## src/rtl/ivl_timer64.sv

```systemverilog
module ivl_timer64 #(
  parameter int DATA_W = 32
) (
  input  logic              clk,
  input  logic              rst_n,
  input  logic              wr_en,
  input  logic              rd_en,
  input  logic [5:0]        addr,
  input  logic [DATA_W-1:0] wdata,
  output logic [DATA_W-1:0] rdata,
  input  logic              ext_tick,
  output logic              irq
);
  localparam int CNT_W = 2 * DATA_W;
  localparam logic [5:0] A_CTL  = 6'h00;
  localparam logic [5:0] A_MODE = 6'h04;
  localparam logic [5:0] A_PLO  = 6'h08;
  localparam logic [5:0] A_PHI  = 6'h0C;
  localparam logic [5:0] A_IEN  = 6'h10;
  localparam logic [5:0] A_STS  = 6'h1C;
  localparam logic [5:0] A_CLO  = 6'h20;
  localparam logic [5:0] A_CHI  = 6'h24;

  logic              running;
  logic [CNT_W-1:0]  cnt;
  logic [CNT_W-1:0]  period;
  logic [DATA_W-1:0] per_hi_hold;
  logic [DATA_W-1:0] cnt_hi_snap;
  logic              mode_cont;
  logic              mode_alt;
  logic [3:0]        presc;
  logic [3:0]        pre_cnt;
  logic              ien;
  logic              sts;
  logic [DATA_W-1:0] mode_rd;

  wire wr_ctl   = wr_en && (addr == A_CTL);
  wire do_rst   = wr_ctl && wdata[8];
  wire do_start = wr_ctl && wdata[0];
  wire tick     = running && (mode_alt ? ext_tick : 1'b1);
  wire adv      = tick && (pre_cnt == presc);
  wire hit      = adv && (cnt == period);
  wire rd_sts   = rd_en && (addr == A_STS);

  assign irq = sts & ien;

  always_ff @(posedge clk) begin
    if (!rst_n) begin
      running <= 1'b0;
      cnt     <= '0;
      pre_cnt <= '0;
    end else if (do_rst) begin
      running <= 1'b0;
      cnt     <= '0;
      pre_cnt <= '0;
    end else if (do_start) begin
      running <= 1'b1;
      cnt     <= '0;
      pre_cnt <= '0;
    end else if (tick) begin
      pre_cnt <= adv ? 4'd0 : pre_cnt + 4'd1;
      if (hit) begin
        if (mode_cont) cnt <= '0;
        else           running <= 1'b0;
      end else if (adv) begin
        cnt <= cnt + CNT_W'(1);
      end
    end
  end

  always_ff @(posedge clk) begin
    if (!rst_n)      sts <= 1'b0;
    else if (do_rst) sts <= 1'b0;
    else if (hit)    sts <= 1'b1;
    else if (rd_sts) sts <= 1'b0;
  end

  always_ff @(posedge clk) begin
    if (!rst_n) begin
      mode_cont   <= 1'b0;
      mode_alt    <= 1'b0;
      presc       <= '0;
      ien         <= 1'b0;
      per_hi_hold <= '0;
      period      <= '1;
    end else if (wr_en) begin
      case (addr)
        A_MODE: begin
          mode_cont <= wdata[0];
          mode_alt  <= wdata[3];
          presc     <= wdata[11:8];
        end
        A_IEN: ien         <= wdata[0];
        A_PHI: per_hi_hold <= wdata;
        A_PLO: period      <= {per_hi_hold, wdata};
        default: ;
      endcase
    end
  end

  always_comb begin
    mode_rd       = '0;
    mode_rd[0]    = mode_cont;
    mode_rd[3]    = mode_alt;
    mode_rd[11:8] = presc;
  end

  always_ff @(posedge clk) begin
    if (!rst_n) begin
      rdata       <= '0;
      cnt_hi_snap <= '0;
    end else if (rd_en) begin
      case (addr)
        A_MODE: rdata <= mode_rd;
        A_PLO:  rdata <= period[DATA_W-1:0];
        A_PHI:  rdata <= per_hi_hold;
        A_IEN:  rdata <= DATA_W'(ien);
        A_STS:  rdata <= DATA_W'(sts);
        A_CLO: begin
          rdata       <= cnt[DATA_W-1:0];
          cnt_hi_snap <= cnt[CNT_W-1:DATA_W];
        end
        A_CHI:  rdata <= cnt_hi_snap;
        default: rdata <= '0;
      endcase
    end
  end
endmodule

```

## config.mk

```make
export PLATFORM = sky130hd
export DESIGN_NAME = ivl_timer64
export DESIGN_NICKNAME = d
export VERILOG_FILES = /design/src/rtl/ivl_timer64.sv
export SDC_FILE = /design/constraint.sdc
export NUM_CORES = 1
export LEC_CHECK = 0
export ABC_AREA = 1
export BUFFER_PORTS_ARGS = -buffer_cell sky130_fd_sc_hd__buf_2
export CAP_MARGIN = 15
export CORE_ASPECT_RATIO = 0.5
export CORE_MARGIN = 2
export CORE_UTILIZATION = 40
export DETAILED_ROUTE_END_ITERATION = 6
export GPL_ROUTABILITY_DRIVEN = 0
export GPL_TIMING_DRIVEN = 1
export PLACE_DENSITY = 0.71
export RECOVER_POWER = 50
export REMOVE_ABC_BUFFERS = 1
export SETUP_SLACK_MARGIN = 0.2
export SLEW_MARGIN = 15
export SYNTH_ARGS = -nofsm -noshare
export SYNTH_HDL_FRONTEND = slang
export SYNTH_SLANG_ARGS = --single-unit
```

## constraint.sdc

```tcl
create_clock -name clk -period 1.7 [get_ports clk]
set_input_delay 0.085 -clock clk [delete_from_list [all_inputs] [get_ports clk]]
set_output_delay 0.085 -clock clk [all_outputs]
set_load 0.005 [all_outputs]
```

== After elaboration in Yosys (flattened, before gate mapping) ==
Index checks and enable logic that the tools add are counted.

* Register bits after elaboration: 237
* Input bits: 43
* Output and inout bits: 33
* Word-level logic and storage cells: 60

* $add $sub $neg: 2
* Eq/ne operators: 11
* Multiplexer cells: 12
* Bitwise logic cells: 2
* Reductions and logical operators: 21

{| class="wikitable"
|+ Operators by type and width
! cell !! count
|-
| one-hot mux 32 bit (7 select lines) || 1
|-
| two-way mux 64 bit || 3
|-
| adder 64 x 1 -> 64 bit (second input constant) || 1
|-
| == test 64 bit || 1
|-
| == test 6 x 4 -> 1 bit (second input constant) || 2
|-
| == test 6 x 5 -> 1 bit (second input constant) || 2
|-
| == test 6 bit (second input constant) || 2
|-
| AND reduction 2 bit || 5
|-
| nonzero test 2 bit || 4
|-
| logical AND 1 bit || 7
|-
| two-way mux 1 bit || 7
|-
| == test 6 x 3 -> 1 bit (second input constant) || 1
|-
| zero test 6 bit || 1
|-
| AND reduction 3 bit || 2
|-
| adder 4 x 1 -> 4 bit (second input constant) || 1
|-
| == test 4 bit || 1
|-
| two-way mux 4 bit || 1
|-
| OR reduction 3 bit || 1
|-
| inequality test 2 x 1 -> 1 bit (second input constant) || 1
|-
| inequality test 2 bit (second input constant) || 1
|-
| OR reduction 2 bit || 1
|-
| bitwise AND 1 bit || 1
|-
| inverter 1 bit || 1
|}

== Longest topological paths before layout ==
* Depth after elaboration: 7
* Gate-level depth with buffers: 16
* Gate-level depth less buffers: 13

== Worst setup path before layout ==
OpenSTA, ideal clock, no wires.

* Path kind: reg-to-reg
* Start: reg cnt[0]
* End: reg cnt[52]
* Library setup time: 0.110 ns
* Arrival: 1.689 ns
* Required time: 1.590 ns
* Slack: -0.099 ns
* Stages on the path, launching flop included: 13
* Path buffers: 0
* Clock period less this slack: 1.799 ns
* Path through: dfxtp_1 ha_1 nand2_1 nor2_1 nand2_1 nor2_2 nand2_1 nor2_1 nand3_1 nor2_1 nand4_1 nand2_1 nor2_1

* Cells in the longest elaborated chain, start to end: 4
* Elaborated cells between the ends (all ways): 8
* Those cells by class: 1 x add/sub; 2 x eq/ne; 2 x mux; 3 x reduce/logical

{| class="wikitable"
|+ RTL lines
! item !! line !! source
|-
| start: declaration || 25 || <nowiki>logic [CNT_W-1:0] cnt;</nowiki>
|-
| start signal: assignment || 66 || <nowiki>cnt <= cnt + CNT_W'(1);</nowiki>
|-
| parallel branches: the longest is 4 deep, another holds adder 64 x 1 -> 64 bit || -- ||
|}

Parallel ways; which one is timed is not known. The select of a mux whose other input is x is not followed.
A chain may end at the register's enable or synchronous reset.

== Final worst setup path ==
* Start: reg cnt[10]
* End: reg cnt[41]

Same word-level chain as after synthesis.

==> reports/results.txt <==
The quantity of I/O buffers inserted on ports was 75. The checks that failed: negative setup slack. The total power per unit cell area is 709 nW/um2, and the ratio of cells with drive above 1 in the final layout is 25.9%. The final layout contains 2312 nets. The setup path with the least slack is of type reg -> reg.

Combinational cells account for 4.1% of the total power. The die is 128 um tall. The number of max-slew violations in the final report is 0, and the internal power contribution is 0.00947 W. For the worst setup path, the data required time is 2.12 ns. The repair_antennas step left the layout with diodes totalling 0.

The tools report the number of global-route vias before repair as 13100. Of all nets on the critical path, the largest fanout is 4. The highest attainable clock frequency was 483 MHz.

Entering global routing, the biggest net connects 80 pins. The routed design could run at a clock period as short as 2.07 ns. The global-route wire length before repair is 68000 um, and the post-synthesis async set-or-reset flop share is 0%.

The tools report the CTS buffer count as 24. Of the total synthesized cell area, the portion taken by XOR and XNOR cells is 1.85%. The die covers 32300 um2.

Setup violations remaining at the end of the flow were counted as 67. For this run, the detailed router's first-pass iteration total came to 5. The part of the cycle the worst path needs is 122%, and the global-route usage over all layers is 26.1%. The logs give 0 for the final hold violation count and 76 for the number of primary I/O pins.

The dominant combinational cell family by area after synthesis is simple AND/OR/NAND/NOR gates. Of the post-synthesis cell area, the part taken by muxes is 0%. The synthesis warning total is 0, and the count of unresolved DRC violations after routing is 0.

The cell leakage power was 7.77 nW; the switching power as a share of total power was 22.5%. Synthesis instantiated 35 different standard cells from the library. The gate count after technology mapping came out at 1915.

Setup repair after global routing could not meet its margin everywhere. The area growth from synthesis to final layout works out to 39.9%. The synthesized design contains 237 register bits. The number of sinks driven by the clock tree is 237, and the slew at the pin closest to its max-slew limit is 1.06 ns. The post-route worst setup slack was -0.371 ns; the maximum clock path buffer count was 3.

The nature of the critical path startpoint was a flip-flop. The H-tree depth is 1. For this run, the share of the core covered by cells in the final layout is 56.9%. The synthesized area per cell was 6.43 um2; the routed length per instance was 16.4 um. The tools report the max capacitance violation total as 0. The tools report the standard cell core area as 30300 um2.

In the synthesized netlist the dominant register cell turns out to be sky130_fd_sc_hd__dfxtp_1. After clock tree synthesis, the clock-pin slew on the worst setup and hold paths is 0.07 ns. Summing over every cut layer, the via total after detailed routing is 14300.

The run finished, with violations left. Data on the critical path arrives at its endpoint at 2.49 ns. After detailed routing, the number of vias per cell comes to 5.32.

The logs give 38.5% for the sequential cell area fraction in the yosys report and 0 for the total congestion overflow after global routing. Leaving out fill and tap cells, the most frequent cells in the layout are 459 x sky130_fd_sc_hd__nand2_1, 273 x sky130_fd_sc_hd__buf_4, 213 x sky130_fd_sc_hd__inv_1. The HPWL after detailed placement is 29400 um. The synthesized-area fraction occupied by ao, oa, aoi and oai cells was 15.3%. The run gives 40.6% as the effective utilization at floorplan.

The detailed router finished its first iteration with 1412 violations. CTS placed an instance of sky130_fd_sc_hd__clkbuf_16 at the clock tree root. Between clock sinks in the finished design, the worst skew comes to 0.0150 ns.

The detail route stage leaves a number of antenna-violating nets equal to 0. The post-synth design cell area was 12300 um2; the switching power summed over all nets was 0.00275 W. Of the total synthesized cell area, the portion taken by full adders, half adders and majority gates is 0.203%.

The run gives 45.7% as the sequential share of power. The final instance area was 17200 um2. The worst-case headroom to the max-slew limit was 29.1%. The share of synthesized cell area in and, or, nand and nor gates is 32.3%, and the source-to-sink clock delay at the later pin of the worst-skew pair is 0.53 ns. The number of antenna violations at the first check in global routing is 0, and the die extent in x is 252 um.

The worst hold path belongs to the class in -> reg. TritonCTS built the clock tree. For the worst supply voltage drop on vdd, the log shows 535 uV. STA classifies the critical path endpoint as a flip-flop. The count of flip-flops with a built-in enable after synthesis was 0.

The fraction of power consumed by the clock network was 50.2%; the row count was 45. In this run the cell area measured after placement is 15100 um2. For the total length of routed wires, the log shows 44100 um. The most common cell after layout, fill and taps aside was sky130_fd_sc_hd__nand2_1.
[worst paths after layout]
path | start | cells past startpoint | endpoint | slack (ns)
worst max register to register | cnt[10] | 11 | cnt[41] | -0.37
worst min register to register | rdata[20] | 2 | rdata[20] | 0.46
worst min-delay path | addr[5] | 6 | running | 0.04
worst max-delay path | cnt[10] | 11 | cnt[41] | -0.37
[sequential cells by signal, summed over array words and instances, names as in the netlist]
| signal | cells |
|---|---|
| pre_cnt | 4 |
| per_hi_hold | 32 |
| rdata | 32 |
| sts | 1 |
| cnt_hi_snap | 32 |
| cnt | 64 |
| mode_cont | 1 |
| running | 1 |
| ien | 1 |
| mode_alt | 1 |
| presc | 4 |
| period | 64 |
[power groups by stage]
stage	Clock [W]	Combinational (W)	Sequential [W]
finish	0.00613	0.000500	0.00559
global route	0.00640	0.000538	0.00559
CTS	0.00616	0.000488	0.00559
detailed placement	0	0.000424	0.00572
global placement	0	0.000420	0.00572
floorplan	0	0.000185	0.00572
[worst max-delay path, stage by stage (launching register included)]
cell	delay [ns]
sky130_fd_sc_hd__dfxtp_1	0.36
sky130_fd_sc_hd__buf_4	0.14
sky130_fd_sc_hd__nand2_1	0.10
sky130_fd_sc_hd__nor2_1	0.16
sky130_fd_sc_hd__nand3_2	0.19
sky130_fd_sc_hd__nor2_2	0.15
sky130_fd_sc_hd__nand4_1	0.23
sky130_fd_sc_hd__buf_4	0.23
sky130_fd_sc_hd__inv_1	0.10
sky130_fd_sc_hd__nand4_1	0.13
sky130_fd_sc_hd__nand2_1	0.12
sky130_fd_sc_hd__nor2_1	0.05
[metal layers]
layer / share of wire [%] / GRT usage (%)
met1: 43 / 35.7
met2: 44 / 42.3
met3: 9.3 / 4.00
met4: 3.5 / 8.81
met5: 0 / 0
[cell usage after synthesis, types with 3 or more instances]
| master | count | area share [%] |
|---|---|---|
| sky130_fd_sc_hd__nor4_1 | 3 | 0.15 |
| sky130_fd_sc_hd__o221ai_1 | 8 | 0.57 |
| sky130_fd_sc_hd__inv_1 | 224 | 6.8 |
| sky130_fd_sc_hd__a22oi_1 | 16 | 0.98 |
| sky130_fd_sc_hd__dfxtp_1 | 237 | 39 |
| sky130_fd_sc_hd__buf_2 | 31 | 1.3 |
| sky130_fd_sc_hd__nand3_1 | 116 | 4.7 |
| sky130_fd_sc_hd__nand2_1 | 477 | 15 |
| sky130_fd_sc_hd__buf_6 | 10 | 0.91 |
| sky130_fd_sc_hd__inv_2 | 16 | 0.49 |
| sky130_fd_sc_hd__clkinv_1 | 19 | 0.58 |
| sky130_fd_sc_hd__o21ai_0 | 163 | 6.6 |
| sky130_fd_sc_hd__nor2_1 | 226 | 6.9 |
| sky130_fd_sc_hd__o21ai_1 | 6 | 0.24 |
| sky130_fd_sc_hd__a21oi_1 | 139 | 5.7 |
| sky130_fd_sc_hd__nor3_1 | 24 | 0.98 |
| sky130_fd_sc_hd__o22ai_1 | 8 | 0.41 |
| sky130_fd_sc_hd__clkbuf_1 | 50 | 1.5 |
| sky130_fd_sc_hd__xor2_1 | 25 | 1.8 |
| sky130_fd_sc_hd__nor2_2 | 13 | 0.66 |
| sky130_fd_sc_hd__nand4_1 | 76 | 3.9 |
| sky130_fd_sc_hd__o211ai_1 | 3 | 0.18 |
| sky130_fd_sc_hd__o2bb2ai_1 | 8 | 0.57 |
[final cells by class]
| class | instances | area [um2] |
|---|---|---|
| Fill cell | 2620 | 13100 |
| Clock inverter | 15 | 250 |
| Timing Repair Buffer | 422 | 3500 |
| Tap cell | 399 | 499 |
| Inverter | 259 | 972 |
| Sequential cell | 237 | 4810 |
| Clock buffer | 29 | 661 |
| Multi-Input combinational cell | 1323 | 6530 |
[timing repair]
item / 4_1_cts / 5_1_grt
pin swaps: 16 / 52
setup endpoints to repair: 66 / 68
gates cloned: 6 / 7
buffers inserted: 8 / 4
endpoints found under the hold margin: 73 / 0
hold buffers: 34 / 0
gates resized for setup: 76 / 114
[logic make-up after synthesis]
logic type / count (synthesis)
AOI/OAI and AO/OA: 352
xor gates and xnor gates: 26
adders and majority gates: 2
buffers and inverters: 356
DFF: 237
and+or+nand+nor: 942
[per-stage QoR]
stage	TNS (ns)	hold WS (ns)	power, W	instances	setup WS [ns]
2_1_floorplan	-291.88	0.169	0.00590	1818	-2.74
3_3_place_gp	-28.32	0.317	0.00614	2581	-0.467
3_5_place_dp	-29.96	0.318	0.00614	2581	-0.503
4_1_cts	-17.01	0.0147	0.0122	2673	-0.303
5_1_grt	-26.83	0.0625	0.0125	2684	-0.467
6_report	-20.03	0.0399	0.0122	2684	-0.371
Power figures use the tool's default switching activity.
